**src/rtl/bpf_pkg.sv**
```systemverilog
package bpf_pkg;
   localparam int WORD_W    = 16;
   localparam int PIX_W     = 8;
   localparam int EN_BIT    = 15;
   localparam int DEPTH_BIT = 7;
   localparam int NIB_W     = 4;
   localparam int BYTE_W    = 8;

   typedef enum logic {
      DEPTH_8BPP = 1'b0,
      DEPTH_4BPP = 1'b1
   } depth_e;

   typedef struct packed {
      logic   enable;
      depth_e depth;
   } mode_t;
endpackage

```
**src/rtl/bpf_cfg_regs.sv**
```systemverilog
module bpf_cfg_regs
   import bpf_pkg::*;
#(
   parameter int BYTE_ADDR_W = 20,
   localparam int WADDR_W    = BYTE_ADDR_W - 1,
   localparam int HI_W       = BYTE_ADDR_W - WORD_W
) (
   input  logic               clk,
   input  logic               rst_n,
   input  logic               wr_en,
   input  logic               wr_sel,
   input  logic [WORD_W-1:0]  wr_data,
   input  logic               load,
   output mode_t              mode,
   output logic [WADDR_W-1:0] next_base
);
   generate
      if (HI_W < 1 || HI_W > 4) begin : g_bad_addr_w
         $error("BYTE_ADDR_W must lie between 17 and 20");
      end
   endgenerate

   logic [WORD_W-1:0] ctrl_q;
   logic [WORD_W-1:0] start_q;
   mode_t             mode_q;

   always_ff @(posedge clk) begin
      if (!rst_n) begin
         ctrl_q  <= '0;
         start_q <= '0;
      end else if (wr_en) begin
         if (wr_sel) start_q <= wr_data;
         else        ctrl_q  <= wr_data;
      end
   end

   always_ff @(posedge clk) begin
      if (!rst_n) begin
         mode_q <= '{enable: 1'b0, depth: DEPTH_8BPP};
      end else if (load) begin
         mode_q.enable <= ctrl_q[EN_BIT];
         mode_q.depth  <= depth_e'(ctrl_q[DEPTH_BIT]);
      end
   end

   assign mode      = mode_q;
   assign next_base = {ctrl_q[HI_W-1:0], start_q[WORD_W-1:1]};

   logic unused_cfg_bits;
   assign unused_cfg_bits = ^{ctrl_q[EN_BIT-1:DEPTH_BIT+1], ctrl_q[DEPTH_BIT-1:HI_W], start_q[0]};

   AST_MODE_HELD: assert property (@(posedge clk) disable iff (!rst_n)
      !load |=> $stable(mode_q));
endmodule

```
**src/rtl/bpf_line_addr.sv**
```systemverilog
module bpf_line_addr #(
   parameter int WADDR_W     = 19,
   parameter int WORDS_4BPP  = 84,
   parameter int WORDS_8BPP  = 168
) (
   input  logic               clk,
   input  logic               rst_n,
   input  logic               line_end,
   input  logic               reload,
   input  logic [WADDR_W-1:0] reload_base,
   input  logic               depth4,
   input  logic               req,
   output logic [WADDR_W-1:0] fetch_addr
);
   localparam logic [WADDR_W-1:0] STEP4 = WADDR_W'(WORDS_4BPP);
   localparam logic [WADDR_W-1:0] STEP8 = WADDR_W'(WORDS_8BPP);

   logic [WADDR_W-1:0] line_q;
   logic [WADDR_W-1:0] fetch_q;
   logic [WADDR_W-1:0] step;
   logic [WADDR_W-1:0] next_line;

   assign step      = depth4 ? STEP4 : STEP8;
   assign next_line = reload ? reload_base : line_q + step;

   always_ff @(posedge clk) begin
      if (!rst_n) begin
         line_q  <= '0;
         fetch_q <= '0;
      end else if (line_end) begin
         line_q  <= next_line;
         fetch_q <= next_line;
      end else if (req) begin
         fetch_q <= fetch_q + 1'b1;
      end
   end

   assign fetch_addr = fetch_q;

   AST_FETCH_STEP: assert property (@(posedge clk) disable iff (!rst_n)
      (req && !line_end) |=> fetch_q == $past(fetch_q) + 1'b1);
   AST_LINE_HOLD: assert property (@(posedge clk) disable iff (!rst_n)
      !line_end |=> $stable(line_q));
endmodule

```
**src/rtl/bpf_word_buf.sv**
```systemverilog
module bpf_word_buf
   import bpf_pkg::*;
#(
   parameter int DEPTH  = 2,
   localparam int CNT_W = $clog2(DEPTH + 1)
) (
   input  logic              clk,
   input  logic              rst_n,
   input  logic              flush,
   input  logic              enable,
   input  logic              pop,
   input  logic [WORD_W-1:0] rdata,
   output logic              req,
   output logic              has_word,
   output logic [WORD_W-1:0] head
);
   generate
      if (DEPTH < 2) begin : g_bad_depth
         $error("word buffer needs at least two entries");
      end
   endgenerate

   logic [WORD_W-1:0] ent_q [DEPTH];
   logic [WORD_W-1:0] ent_n [DEPTH];
   logic [CNT_W-1:0]  cnt_q;
   logic              pend_q;
   logic [CNT_W-1:0]  wr_idx;
   logic [CNT_W:0]    occ;
   logic [CNT_W:0]    limit;

   assign wr_idx = cnt_q - CNT_W'(pop);
   assign occ    = {1'b0, cnt_q} + (CNT_W+1)'(pend_q);
   assign limit  = (CNT_W+1)'(DEPTH - 1) + (CNT_W+1)'(pop);
   assign req    = enable && !flush && (occ <= limit);

   always_comb begin
      for (int i = 0; i < DEPTH; i++) begin
         ent_n[i] = ent_q[i];
         if (pop && i < DEPTH - 1) ent_n[i] = ent_q[i+1];
      end
      for (int i = 0; i < DEPTH; i++) begin
         if (pend_q && CNT_W'(i) == wr_idx) ent_n[i] = rdata;
      end
   end

   always_ff @(posedge clk) begin
      if (!rst_n) begin
         cnt_q  <= '0;
         pend_q <= 1'b0;
         for (int i = 0; i < DEPTH; i++) ent_q[i] <= '0;
      end else if (flush) begin
         cnt_q  <= '0;
         pend_q <= 1'b0;
      end else begin
         pend_q <= req;
         cnt_q  <= cnt_q + CNT_W'(pend_q) - CNT_W'(pop);
         for (int i = 0; i < DEPTH; i++) ent_q[i] <= ent_n[i];
      end
   end

   assign has_word = (cnt_q != '0);
   assign head     = ent_q[0];

   AST_NO_UNDERFLOW: assert property (@(posedge clk) disable iff (!rst_n)
      pop |-> cnt_q != '0);
   AST_NO_OVERFLOW: assert property (@(posedge clk) disable iff (!rst_n)
      (pend_q && !pop && !flush) |-> cnt_q < CNT_W'(DEPTH));
endmodule

```
**src/rtl/bpf_pix_sel.sv**
```systemverilog
module bpf_pix_sel
   import bpf_pkg::*;
(
   input  logic              clk,
   input  logic              rst_n,
   input  logic              flush,
   input  logic              active,
   input  logic              enable,
   input  logic              depth4,
   input  logic              has_word,
   input  logic [WORD_W-1:0] head,
   output logic              pop,
   output logic [PIX_W-1:0]  pix
);
   localparam int NIB_LANES  = WORD_W / NIB_W;
   localparam int BYTE_LANES = WORD_W / BYTE_W;
   localparam int SUB_W      = $clog2(NIB_LANES);

   logic [NIB_W-1:0]  nib [NIB_LANES];
   logic [BYTE_W-1:0] byt [BYTE_LANES];

   genvar g;
   generate
      for (g = 0; g < NIB_LANES; g++) begin : g_nib
         assign nib[g] = head[WORD_W-1-g*NIB_W -: NIB_W];
      end
      for (g = 0; g < BYTE_LANES; g++) begin : g_byte
         assign byt[g] = head[WORD_W-1-g*BYTE_W -: BYTE_W];
      end
   endgenerate

   logic [SUB_W-1:0] sub_q;
   logic [SUB_W-1:0] last;
   logic [PIX_W-1:0] sel;
   logic             step;
   logic [PIX_W-1:0] pix_q;

   assign last = depth4 ? SUB_W'(NIB_LANES - 1) : SUB_W'(BYTE_LANES - 1);
   assign step = active && enable;
   assign pop  = step && (sub_q == last);
   assign sel  = depth4 ? PIX_W'(nib[sub_q]) : byt[sub_q[0]];

   always_ff @(posedge clk) begin
      if (!rst_n) begin
         sub_q <= '0;
         pix_q <= '0;
      end else begin
         if (flush)     sub_q <= '0;
         else if (pop)  sub_q <= '0;
         else if (step) sub_q <= sub_q + 1'b1;
         pix_q <= (step && has_word) ? sel : '0;
      end
   end

   assign pix = pix_q;

   AST_BLANK_BLACK: assert property (@(posedge clk) disable iff (!rst_n)
      !active |=> pix_q == '0);
   AST_WORD_READY: assert property (@(posedge clk) disable iff (!rst_n)
      step |-> has_word);
endmodule

```
**src/rtl/bmp_pixel_fetch.sv**
```systemverilog
module bmp_pixel_fetch
   import bpf_pkg::*;
#(
   parameter int BYTE_ADDR_W = 20,
   parameter int WORDS_4BPP  = 84,
   parameter int WORDS_8BPP  = 168,
   parameter int H_VIS       = 320,
   parameter int V_VIS       = 256,
   parameter int X_W         = 9,
   parameter int Y_W         = 9,
   parameter int BUF_DEPTH   = 2,
   localparam int WADDR_W    = BYTE_ADDR_W - 1
) (
   input  logic               clk,
   input  logic               rst_n,
   input  logic               cfg_we,
   input  logic               cfg_sel,
   input  logic [15:0]        cfg_wdata,
   input  logic [X_W-1:0]     ras_x,
   input  logic [Y_W-1:0]     ras_y,
   input  logic               ras_active,
   output logic               mem_req,
   output logic [WADDR_W-1:0] mem_addr,
   input  logic [15:0]        mem_rdata,
   output logic [7:0]         pix_idx
);
   generate
      if (H_VIS > 4 * WORDS_4BPP || H_VIS > 2 * WORDS_8BPP) begin : g_bad_width
         $error("visible width exceeds the words fetched per line");
      end
      if (H_VIS >= (1 << X_W) || V_VIS > (1 << Y_W) || V_VIS < 1) begin : g_bad_raster
         $error("raster size does not fit the position inputs");
      end
   endgenerate

   logic               active_d;
   logic               line_end;
   logic               reload;
   mode_t              mode;
   logic [WADDR_W-1:0] next_base;
   logic               req;
   logic               pop;
   logic               has_word;
   logic [WORD_W-1:0]  head;

   always_ff @(posedge clk) begin
      if (!rst_n) active_d <= 1'b0;
      else        active_d <= ras_active;
   end

   assign line_end = active_d && !ras_active;
   assign reload   = line_end && (ras_y == Y_W'(V_VIS - 1));

   bpf_cfg_regs #(.BYTE_ADDR_W(BYTE_ADDR_W)) cfg_i (
      .clk       (clk),
      .rst_n     (rst_n),
      .wr_en     (cfg_we),
      .wr_sel    (cfg_sel),
      .wr_data   (cfg_wdata),
      .load      (reload),
      .mode      (mode),
      .next_base (next_base)
   );

   bpf_line_addr #(
      .WADDR_W    (WADDR_W),
      .WORDS_4BPP (WORDS_4BPP),
      .WORDS_8BPP (WORDS_8BPP)
   ) addr_i (
      .clk         (clk),
      .rst_n       (rst_n),
      .line_end    (line_end),
      .reload      (reload),
      .reload_base (next_base),
      .depth4      (mode.depth == DEPTH_4BPP),
      .req         (req),
      .fetch_addr  (mem_addr)
   );

   bpf_word_buf #(.DEPTH(BUF_DEPTH)) buf_i (
      .clk      (clk),
      .rst_n    (rst_n),
      .flush    (line_end),
      .enable   (mode.enable),
      .pop      (pop),
      .rdata    (mem_rdata),
      .req      (req),
      .has_word (has_word),
      .head     (head)
   );

   bpf_pix_sel sel_i (
      .clk      (clk),
      .rst_n    (rst_n),
      .flush    (line_end),
      .active   (ras_active),
      .enable   (mode.enable),
      .depth4   (mode.depth == DEPTH_4BPP),
      .has_word (has_word),
      .head     (head),
      .pop      (pop),
      .pix      (pix_idx)
   );

   assign mem_req = req;

   AST_OFF_NO_FETCH: assert property (@(posedge clk) disable iff (!rst_n)
      !mode.enable |-> !mem_req);
   AST_OFF_BLACK: assert property (@(posedge clk) disable iff (!rst_n)
      !mode.enable |=> pix_idx == '0);
   AST_X_IN_VIEW: assert property (@(posedge clk) disable iff (!rst_n)
      ras_active |-> ras_x < X_W'(H_VIS));
endmodule

```
**config.mk**
```make
export PLATFORM = sky130hd
export DESIGN_NAME = bmp_pixel_fetch
export DESIGN_NICKNAME = d
export VERILOG_FILES = /design/src/rtl/bpf_pkg.sv /design/src/rtl/bpf_cfg_regs.sv /design/src/rtl/bpf_line_addr.sv /design/src/rtl/bpf_word_buf.sv /design/src/rtl/bpf_pix_sel.sv /design/src/rtl/bmp_pixel_fetch.sv
export SDC_FILE = /design/constraint.sdc
export NUM_CORES = 1
export LEC_CHECK = 0
export BUFFER_PORTS_ARGS = -buffer_cell sky130_fd_sc_hd__buf_2
export CORE_ASPECT_RATIO = 0.7
export CORE_MARGIN = 4
export CORE_UTILIZATION = 40
export DETAILED_ROUTE_END_ITERATION = 6
export PLACE_DENSITY = 0.66
export REMOVE_ABC_BUFFERS = 1
export SLEW_MARGIN = 20
export SYNTH_ARGS = -nofsm -noshare
export SYNTH_HDL_FRONTEND = slang
export SYNTH_SLANG_ARGS = --single-unit
```
**constraint.sdc**
```tcl
create_clock -name clk -period 6.22 [get_ports clk]
set_clock_uncertainty 0.05 [all_clocks]
set_input_delay 1.244 -clock clk [delete_from_list [all_inputs] [get_ports clk]]
set_output_delay 1.244 -clock clk [all_outputs]
set_load 0.02 [all_outputs]
```
# [Yosys cells after proc, flatten, opt, wreduce, memory -nomap -nowiden]
# Memories as Yosys holds them, arrays and structs flattened.
# Index checks and enable logic that the tools add are counted.
[word_totals] n_memories=1 regBits=86 wordCells=75 ram_bits=32 out_inout_bits=28 inputBits=55
[memory_table] name="buf_i.ent_q" depth=2 word_bits=16 read_ports=2 rd_clocked_by_memory_dff=0 write_ports=2 line_no="bpf_word_buf.sv:23" text="logic [WORD_W-1:0] ent_q [DEPTH];"
[classes] eq_ne=3 n_bitwise=7 n_addsub=8 mux=21 n_lt_le_gt_ge=3 n_reduce_logical=20
[ops] cell="16-bit two-way mux" n=5
[ops] cell="19-bit two-way mux" n=3
[ops] cell="8-bit two-way mux" n=4
[ops] cell="19-bit by 1-bit adder with 19-bit output, second input constant" n=1
[ops] cell="19-bit adder" n=1
[ops] cell="4-bit two-way mux" n=3
[ops] cell="9-bit by 8-bit == test with 1-bit output, second input constant" n=1
[ops] cell="1-bit logical AND" n=9
[ops] cell="4-bit binary-select mux with 2-bit select" n=1
[ops] cell="2-bit AND reduction" n=3
[ops] cell="3-bit OR reduction" n=2
[ops] cell="1-bit two-way mux" n=4
[ops] cell="2-bit nonzero test" n=2
[ops] cell="2-bit by 1-bit subtractor with 2-bit output" n=2
[ops] cell="2-bit by 1-bit adder with 3-bit output" n=1
[ops] cell="3-bit >= comparator, second input constant" n=1
[ops] cell="3-bit less-or-equal comparator" n=1
[ops] cell="1-bit NOT" n=3
[ops] cell="2-bit NOT with 3-bit output" n=1
[ops] cell="1-bit by 1-bit adder with 2-bit output, first input constant" n=1
[ops] cell="2-bit by 1-bit adder with 2-bit output" n=1
[ops] cell="2-bit by 1-bit adder with 2-bit output, second input constant" n=1
[ops] cell="1-bit by 2-bit == test with 1-bit output, first input constant" n=1
[ops] cell="2-bit == test" n=1
[ops] cell="7 further kinds" n=9

# [Depth between registers and ports, before layout]
# Gate-level depths: netlist of run 1.
[depth] depth_word=8 ltp_mapped=12

# [By module]
# Synthesis of run 1 repeated with hierarchy kept, for this count alone.
[unflattened] cells_unflattened=627 area_unflattened_um2=5945.7
[by_module_without_submodules] mod="bpf_line_addr" instances=1 area_per_inst_um2=2551.2 cells_per_inst=310
[by_module_without_submodules] mod="bpf_word_buf" instances=1 area_per_inst_um2=1820.5 cells_per_inst=158
[by_module_without_submodules] mod="bpf_cfg_regs" instances=1 area_per_inst_um2=973.4 cells_per_inst=100
[by_module_without_submodules] mod="bpf_pix_sel" instances=1 area_per_inst_um2=531.8 cells_per_inst=52
[by_module_without_submodules] mod="bmp_pixel_fetch" instances=1 area_per_inst_um2=68.8 cells_per_inst=7

# [Worst setup path after synthesis of run 1]
# OpenSTA, ideal clock, no wires.
[synth_path] path_type="in2out" startpoint="input port ras_active" endpoint="output port mem_req" arrival_time_ns=3.098 setup_slack_ns=1.828 path_stages=7 t_required_ns=4.926 path_cell_list="nand3_1 > nor2_1 > fa_1 > o311a_1 > a31oi_1 > buf_2 > nor2_1"
[synth_via] elab_chain_len=5 word_cells_on_any_way=9 classes_between="1 x add/sub; 1 x order compare; 7 x reduce/logical"
[synth_rtl] item="start: declaration" line_no="bmp_pixel_fetch.sv:21" text="input logic ras_active,"
[synth_rtl] item="1-bit logical AND or 1-bit logical NOT (tied branches)" line_no="bpf_pix_sel.sv:39, bmp_pixel_fetch.sv:51"
[synth_rtl] item="1-bit logical AND (on tied branches)" line_no="bpf_pix_sel.sv:40, bmp_pixel_fetch.sv:51"
[synth_rtl] item="1-bit by 1-bit adder with 2-bit output or 1-bit logical NOT (tied branches)" line_no="bpf_word_buf.sv:33, bpf_word_buf.sv:34"
[synth_rtl] item="3-bit less-or-equal comparator or 1-bit logical AND (tied branches)" line_no="bpf_word_buf.sv:34" text="assign req = enable && !flush && (occ <= limit);"
[synth_rtl] item="1-bit logical AND (*)" line_no="bpf_word_buf.sv:34"
[synth_rtl] item="end: declaration" line_no="bmp_pixel_fetch.sv:22" text="output logic mem_req,"
# Mark *: on every way between the ends. The rest lies on a longest branch, timed or not.

# [Worst setup path after layout of run 1]
# Ends and elaborated chain as after synthesis.

==> results.toml, run 1 <==
[outcome]
status = "finished clean"

[critical_path]
slowest_delay_ps = 510
cp.required_ps = 4930
r2r_end = "buf_i.ent_q[0][14]$_SDFFCE_PN0P_"
reg2reg_from = "sel_i.sub_q[0]$_SDFFE_PP0P_"
critical_path.top_delay_family = "buffers and inverters"
rr_worst_depth = 7
path_buf_inv = 3
cp_slowest_cell = "fa_1"
cp.arrival_ps = 3310
crit_path_start_kind = "primary input"
reg2reg_slack_ps = 2760
worst_setup_path_end_kind = "output port"
crit_fanout = 14
critPathKind = "primary input to output port"
crit_chain = "buf_2, nand3_1, nor2_1, fa_1, o311a_1, a31oi_1, buf_4, nor2_1, buf_2"

[timing]
tns_ps = 0
hold_viol_final = 0
worst_slack_ps = 1610
tightest_slew_ps = 1090
fmaxAchievable_ghz = 0.217
maxSlewViolCount = 0
fin_crit_ps = 4610
slew_headroom = 0.272
fin_crit_sh = 0.741
grt_setup_unrepaired = "no"
setup_viol = 0

[logic_synthesis]
ys_types = 57
netlist.area_leader.share = 0.286
async_flop_share = 0
netlist.top_cell.by_area = "dfxtp_1"
synth-edff-count = 32
ys.warnings.count = 0
synth_ff_type = "dfxtp_1"
syn_area_per_cell_um2 = 9.11
netlist_area_mm2 = 0.00526
ys_ff_latch = 107
synth_seq_area_share = 0.469
syn_inst = 577
yosys-top-cells-area = "dfxtp_1 29%, edfxtp_1 18%, nand2_1 7.3%"

[clocking]
cts_hold_buf = 0
clock_path_buffers = 2
htree_levels = 3
cts.sinks = 107
path_clk_slew_ps = 70
post_cts_resized = 0
cts_tree = "yes"
cts_made_buffers = 9
clockRootBuffer = "clkbuf_16"
clk_latency_ps = 350
post_cts_buffers = 0

[detailed_routing]
dr_total_vias = 4516
avgViaCountPerCell = 5.63
wl_per_cell_um = 17.1
drt_iter0_drc = 324
first_pass_iters = 5
ant_nets = 0
drc = 0
wirelength_mm = 13.7

[cells_and_area]
drive_gt1_frac = 0.167
design_area_mm2 = 0.00602
final_net_count = 704
area_growth_pct = 14.6
fin_util = 0.477
diodes = 0

[power_and_ir_drop]
power_switching_w = 0.000341
leakage_nw = 2.39
pwr-share-clk = 0.402
peakVddDrop_mv = 0.147
power_density_mw_per_mm2 = 239
internal-power_w = 0.00110
p_comb_frac = 0.072
swShare = 0.237
pwr-share-seq = 0.526

[min_path]
min_path_type = "flip-flop to flip-flop"
hold_end = "cfg_i.start_q[2]$_SDFFE_PN0P_"
hp-start = "cfg_i.start_q[2]$_SDFFE_PN0P_"
hold_path_depth = 2

[floorplanning]
coreArea_mm2 = 0.0126
ios = 83
rows = 34
fp.dieW_um = 145
start_util = 0.416
dieArea_mm2 = 0.0151
dieHeight_um = 104

[placement]
hpwl_mm = 9.75
dpl_cell_area_mm2 = 0.00572
pre_cts_slack_ps = 1620
io_buffers = 73
gp_congestion = 0.902

[grt]
grt_pass1_wl_mm = 22.1
grt_usage = 0.182
grt_overflow = 0
antenna_found_initial = 1
grt_max_degree = 55
grt_pass1_vias = 4292

[flow_run]
cap_violations = 0
tightest hold or removal path, cell delays in order, from the launching register on:
cell	delay, ps
dfxtp_1	310
nand2_1	50
a21oi_1	50
routing by layer:
metal	GRT usage	routed length (um)	up-vias	share of wire
li1	-	-	2165	-
met1	0.263	6500	2147	0.47
met2	0.265	5820	185	0.43
met3	0.0540	1170	17	0.086
met4	0.0529	198	2	0.014
met5	0	7	-	0.00051
Yosys cell counts (10+ instances only):
| cell | instances |
|---|---|
| nand3_1 | 14 |
| xnor2_1 | 11 |
| o21ai_0 | 22 |
| clkbuf_1 | 25 |
| and3_1 | 28 |
| edfxtp_1 | 32 |
| mux2i_1 | 15 |
| inv_1 | 11 |
| xor2_1 | 21 |
| a211oi_1 | 10 |
| nor2_1 | 50 |
| a21oi_1 | 54 |
| nand2_1 | 102 |
| ha_1 | 12 |
| dfxtp_1 | 75 |
through the flow:
stage	std cells	power [W]	hold WS, ps
after floorplan	546	0.000829	381
after global placement	786	0.000873	396
after detailed placement	786	0.000877	398
after CTS	802	0.00145	409
after global routing	802	0.00149	429
final	802	0.00144	406
logic make-up (layout without fill, tap and decap cells):
logic type               Yosys count  in the layout  synth area share
multiplexers                      22             22            0.0500
AO/OA/AOI/OAI                    135            135             0.162
adder cells (fa/ha/maj)           14             14            0.0362
AND/OR/NAND/NOR                  224            224             0.195
XOR/XNOR                          32             32            0.0533
buffers and inverters             43            106            0.0345
flip-flops                       107            107             0.469
layout by cell type, fill, tap and decap left out, types with 6 or more instances in the layout:
master / instances
nand2_1: 102
dfxtp_1: 75
buf_2: 73
a21oi_1: 54
nor2_1: 50
edfxtp_1: 32
and3_1: 28
o21ai_0: 22
xor2_1: 21
mux2i_1: 15
nand3_1: 14
ha_1: 12
inv_1: 11
xnor2_1: 11
a211oi_1: 10
clkbuf_16: 9
nor2b_1: 6
o21a_1: 6
sequential cells by signal, summed over array words and instances (netlist names):
register	flops
buf_i.ent_q	32
buf_i.cnt_q	2
cfg_i.start_q	15
sel_i.sub_q	2
cfg_i.ctrl_q	6
addr_i.line_q	19
buf_i.pend_q	1
cfg_i.mode	2
active_d	1
sel_i.pix	8
addr_i.fetch_addr	19
area by class of cell:
| cell class | count | area [um2] |
|---|---|---|
| multi-input cells | 427 | 2610 |
| flip-flops and latches | 107 | 2460 |
| clock inverters | 7 | 75.1 |
| well taps | 162 | 203 |
| clock buffers | 9 | 225 |
| fillers | 1214 | 6610 |
| repair buffers | 78 | 403 |
| inverters | 12 | 45.0 |
power groups by stage:
stage | sequential [W] | clock, W | combinational [W]
CTS | 0.000758 | 0.000590 | 0.000104
global route | 0.000760 | 0.000617 | 0.000116
floorplan | 0.000773 | 0 | 0.0000561
detailed placement | 0.000774 | 0 | 0.000103
global placement | 0.000773 | 0 | 0.0000997
finish | 0.000758 | 0.000579 | 0.000103
worst max path at each step:
stage / endpoint / start / depth (start not counted)
after floorplan: mem_req / ras_active / 6
after global placement: mem_req / ras_active / 9
after detailed placement: mem_req / ras_active / 9
after global routing: mem_req / ras_active / 9
after CTS: mem_req / ras_active / 9
final: mem_req / ras_active / 9
(Power assumes the default switching activity.)
==> run 2, diff against run 1 <==
Settings changed: ABC_AREA set to 1, PLACE_DENSITY 0.66 to 0.68.
Clock period 6.22 ns to 4 ns, I/O delays scaled along.
==> results.toml, run 2 <==
[outcome]
status = "finished clean"

[timing]
fmaxAchievable_ghz = 0.276
slew_headroom = 0.564
tns_ps = 0
setup_viol = 0
tightest_slew_ps = 652
maxSlewViolCount = 0
fin_crit_sh = 0.906
grt_setup_unrepaired = "no"
hold_viol_final = 0
fin_crit_ps = 3630

[logic_synthesis]
netlist.area_leader.share = 0.262
synth_ff_type = "dfxtp_1"
synth_seq_area_share = 0.430
ys.warnings.count = 0
yosys-top-cells-area = "dfxtp_1 26%, edfxtp_1 17%, nand2_1 9.4%"
syn_inst = 782
ys_ff_latch = 107
syn_area_per_cell_um2 = 7.32
synth_most_common_cell = "nand2_1"
netlist_area_mm2 = 0.00572
synth-edff-count = 32
netlist.top_cell.by_area = "dfxtp_1"
async_flop_share = 0
synth.top_cells.by_count = "144 x nand2_1, 111 x inv_1, 104 x nor2_1"
ys_types = 44

[detailed_routing]
route.met2.wl_mm = 6.03
ant_nets = 0
first_pass_iters = 6
avgViaCountPerCell = 4.98
drc = 0
wl_per_cell_um = 14.0
drt_iter0_drc = 412
drt-met1-wl_mm = 7.51
wirelength_mm = 14.7
dr_total_vias = 5196
dr_wl_met3_um = 913
highest_layer = "met4"

[critical_path]
critPathKind = "flip-flop to output port"
crit_path_start_kind = "flip-flop"
worst_setup_path_end_kind = "output port"
crit_fanout = 16
slowest_delay_ps = 500
crit_chain = "inv_2, nor2_1, nand2_1, inv_1, fa_1, inv_1, nand2_1, o21ai_1, nand2_1, nand2_1, nor2_2, buf_2"
cp.arrival_ps = 2780
critical_path.top_delay_family = "simple AND/OR/NAND/NOR gates"
cp_slowest_cell = "dfxtp_2"
cp.required_ps = 3150
path_buf_inv = 4
critPathMostFrequentCell = "nand2_1"

[clocking]
clk_latency_ps = 360
cts_made_buffers = 9
cts_hold_buf = 0
clock_path_buffers = 2
cts.sinks = 107
clockRootBuffer = "clkbuf_16"
path_clk_slew_ps = 80
cts_tree = "yes"
htree_levels = 3

[grt]
grt_pass1_vias = 4721
grt_pass1_wl_mm = 24.0
antenna_found_initial = 0
grt_max_degree = 44
grt_overflow = 0
grt_usage = 0.186

[floorplanning]
dieHeight_um = 108
ios = 83
fp.dieW_um = 151
rows = 36
coreArea_mm2 = 0.0140
dieArea_mm2 = 0.0163
start_util = 0.410

[flow_run]
cap_violations = 0

[cells_and_area]
final_net_count = 918
drive_gt1_frac = 0.159
diodes = 0
final_cell_mix = "144 x nand2_1, 111 x inv_1, 104 x nor2_1"
area_growth_pct = 14.6
largest-register = "buf_i.ent_q"
design_area_mm2 = 0.00656
final_common_cell = "nand2_1"
largest_register_ffs = 32

[power_and_ir_drop]
leakage_nw = 2.91
power_density_mw_per_mm2 = 347
peakVddDrop_mv = 0.238

[placement]
io_buffers = 73
dpl_cell_area_mm2 = 0.00625
gp_congestion = 0.911
hpwl_mm = 10.6

[min_path]
min_path_type = "flip-flop to flip-flop"
-- run 2: cell type report --
class,count,area (um2)
inverter,118,443
clock buffer,9,225
clock inverter,7,80.1
fill,1420,7410
tap,190,238
timing repair buffer,83,440
multi-input combinational,530,2670
sequential,107,2460
-- run 2: worst reg2reg max path, delay by kind of cell (launching register included) --
family / cells / cell delay, ps
DFF: 1 / 500
adders and majority gates: 1 / 440
AOI/OAI and AO/OA: 3 / 380
and+or+nand+nor: 6 / 890
buffers and inverters: 4 / 610
-- run 2: report_power, final --
group          internal [W]  total, W  switching [W]
combinational     0.0000647  0.000182       0.000117
clock              0.000448  0.000909       0.000461
sequential          0.00116   0.00119      0.0000242
-- run 2: path summary, 6_finish.rpt --
| check | startpoint | endpoint | slack [ps] | cells after the start |
|---|---|---|---|---|
| setup / recovery | sel_i.sub_q[0]$_SDFFE_PP0P_ | mem_req | 370 | 12 |
| hold reg to reg | addr_i.line_q[5]$_SDFFE_PN0P_ | addr_i.line_q[5]$_SDFFE_PN0P_ | 420 | 2 |
| hold / removal | addr_i.line_q[5]$_SDFFE_PN0P_ | addr_i.line_q[5]$_SDFFE_PN0P_ | 420 | 2 |
| setup reg to reg | sel_i.sub_q[0]$_SDFFE_PP0P_ | addr_i.fetch_addr[16]$_SDFFE_PN0P_ | 1000 | 14 |
-- run 2: per-stage QoR --
stage / utilization / total power, W / hold WS, ps / cells / worst slack (ps)
6_report: 0.470 / 0.00228 / 424 / 1044 / 375
2_1_floorplan: - / 0.00131 / 385 / 755 / 700
3_3_place_gp: 0.448 / 0.00139 / 400 / 1028 / 500
4_1_cts: 0.469 / 0.00229 / 422 / 1044 / 181
5_1_grt: 0.470 / 0.00237 / 451 / 1044 / 198
3_5_place_dp: 0.448 / 0.00139 / 407 / 1028 / 429
-- run 2: repair_timing --
item / in CTS / in global routing
setup endpoints to repair: 0 / 1
setup buffers: 0 / 0
gates resized for setup: 0 / 1
-- run 2: cells by family after synthesis --
logic type,synth area share
DFF,0.430
buffers and inverters,0.103
AOI/OAI and AO/OA,0.170
xor gates and xnor gates,0.0107
adders and majority gates,0.0332
and+or+nand+nor,0.252
-- run 2: per-layer routing --
metal  vias to the layer above  GRT usage
met2                       154      0.268
met4                         0     0.0505
met1                      2349      0.283
li1                       2680          -
met3                        13     0.0335
met5                         -          0
==> run 3, diff against run 2 <==
Settings changed: CELL_PAD_IN_SITES_DETAIL_PLACEMENT set to 0, CELL_PAD_IN_SITES_GLOBAL_PLACEMENT set to 1, CORE_UTILIZATION 40 to 38, PLACE_DENSITY 0.68 to 0.83.
==> results.toml, run 3 (synthesized netlist as in run 2, its figures left out) <==
[grt]
grt_max_degree = 44
grt_usage = 0.181
grt_overflow = 0
antenna_found_initial = 0
grt_pass1_vias = 4728
grt_pass1_wl_mm = 25.1

[flow_run]
cap_violations = 0

[detailed_routing]
first_pass_iters = 5
dr_total_vias = 5062
wirelength_mm = 15.2
wl_per_cell_um = 14.5
drc = 0
avgViaCountPerCell = 4.83
drt_iter0_drc = 284
ant_nets = 0

[floorplanning]
start_util = 0.389
dieArea_mm2 = 0.0171
ios = 83
coreArea_mm2 = 0.0147
dieHeight_um = 111
rows = 37
fp.dieW_um = 155

[cells_and_area]
drive_gt1_frac = 0.159
largest-register = "buf_i.ent_q"
final_common_cell = "nand2_1"
fin_util = 0.445
instances_no_fill = 1049
diodes = 0
largest_register_ffs = 32
final_net_count = 918
final_cell_mix = "144 x nand2_1, 111 x inv_1, 104 x nor2_1"
area_growth_pct = 14.5

[timing]
setup_viol = 0
fin_crit_ps = 3620
grt_setup_unrepaired = "no"
hold_viol_final = 0
tns_ps = 0
fmaxAchievable_ghz = 0.276
fin_crit_sh = 0.905
tightest_slew_ps = 669
worst_slack_ps = 381
maxSlewViolCount = 0
slew_headroom = 0.553

[clocking]
post_cts_resized = 0
path_clk_slew_ps = 70
htree_levels = 3
cts_hold_buf = 0
cts.sinks = 107
clock_path_buffers = 2
cts_tree = "yes"
clk_latency_ps = 340
cts_made_buffers = 9
clockRootBuffer = "clkbuf_16"
post_cts_buffers = 0

[outcome]
status = "finished clean"

[power_and_ir_drop]
power_switching_w = 0.000571
power_density_mw_per_mm2 = 344
pwr-share-seq = 0.528
swShare = 0.254
pwr-share-clk = 0.390
p_comb_frac = 0.082
peakVddDrop_mv = 0.198
internal-power_w = 0.00168
leakage_nw = 2.91

[placement]
dp_cells = 1033
hpwl_mm = 11.1
io_buffers = 73
gp_congestion = 0.837
pre_cts_slack_ps = 427

[critical_path]
crit_path_start_kind = "flip-flop"
startpoint = "sel_i.sub_q[0]$_SDFFE_PP0P_"
worst_setup_path_end_kind = "output port"
critPathKind = "flip-flop to output port"
cp.required_ps = 3150
reg2reg_from = "sel_i.sub_q[0]$_SDFFE_PP0P_"
crit_fanout = 16
rr_worst_depth = 14
cp.arrival_ps = 2770

[min_path]
hp-start = "addr_i.line_q[7]$_SDFFE_PN0P_"
hold_path_depth = 2
min_path_type = "flip-flop to flip-flop"
## run 3: cell type report
cell class / count / area [um2]
Fill cell: 1538 / 8170
Multi-Input combinational cell: 530 / 2670
Inverter: 118 / 443
Sequential cell: 107 / 2460
Timing Repair Buffer: 83 / 440
Clock inverter: 6 / 51.3
Tap cell: 195 / 244
Clock buffer: 10 / 239
## run 3: power groups by stage
stage | Sequential [W] | Clock [W] | Combinational (W)
2_1_floorplan | 0.00121 | 0 | 0.000101
5_1_grt | 0.00119 | 0.000936 | 0.000212
3_5_place_dp | 0.00121 | 0 | 0.000185
4_1_cts | 0.00119 | 0.000896 | 0.000186
6_report | 0.00119 | 0.000878 | 0.000185
3_3_place_gp | 0.00121 | 0 | 0.000183
## run 3: through the flow
step	instance area (um2)	power (W)	hold WS (ps)
after floorplan	5570	0.00131	385
after global placement	6260	0.00139	402
after detailed placement	6260	0.00140	407
after CTS	6550	0.00227	419
after global routing	6550	0.00234	441
final	6550	0.00225	417
## run 3: path summary, 6_finish.rpt
check / endpoint / slack [ps]
max: mem_req / 380
min: addr_i.line_q[7]$_SDFFE_PN0P_ / 420
max reg2reg: addr_i.fetch_addr[7]$_SDFFE_PN0P_ / 1000
min reg2reg: addr_i.line_q[7]$_SDFFE_PN0P_ / 420
## run 3: metal layers
metal  track usage  vias to the layer above  share of wire
met2         0.254                      124           0.40
met4        0.0329                        0          0.010
li1              -                     2666              -
met1         0.288                     2262           0.53
met3        0.0336                       10          0.051
met5             0                        -              0
## run 3: worst max-delay path, cell delays in order (launching register included)
cell     delay [ps]
dfxtp_2         510
inv_2           150
nor2_1          230
nand2_1         140
inv_1           130
fa_1            420
inv_1            80
nand2_1          50
o21ai_1         160
nand2_1          70
nand2_1         240
nor2_2           70
buf_2           170
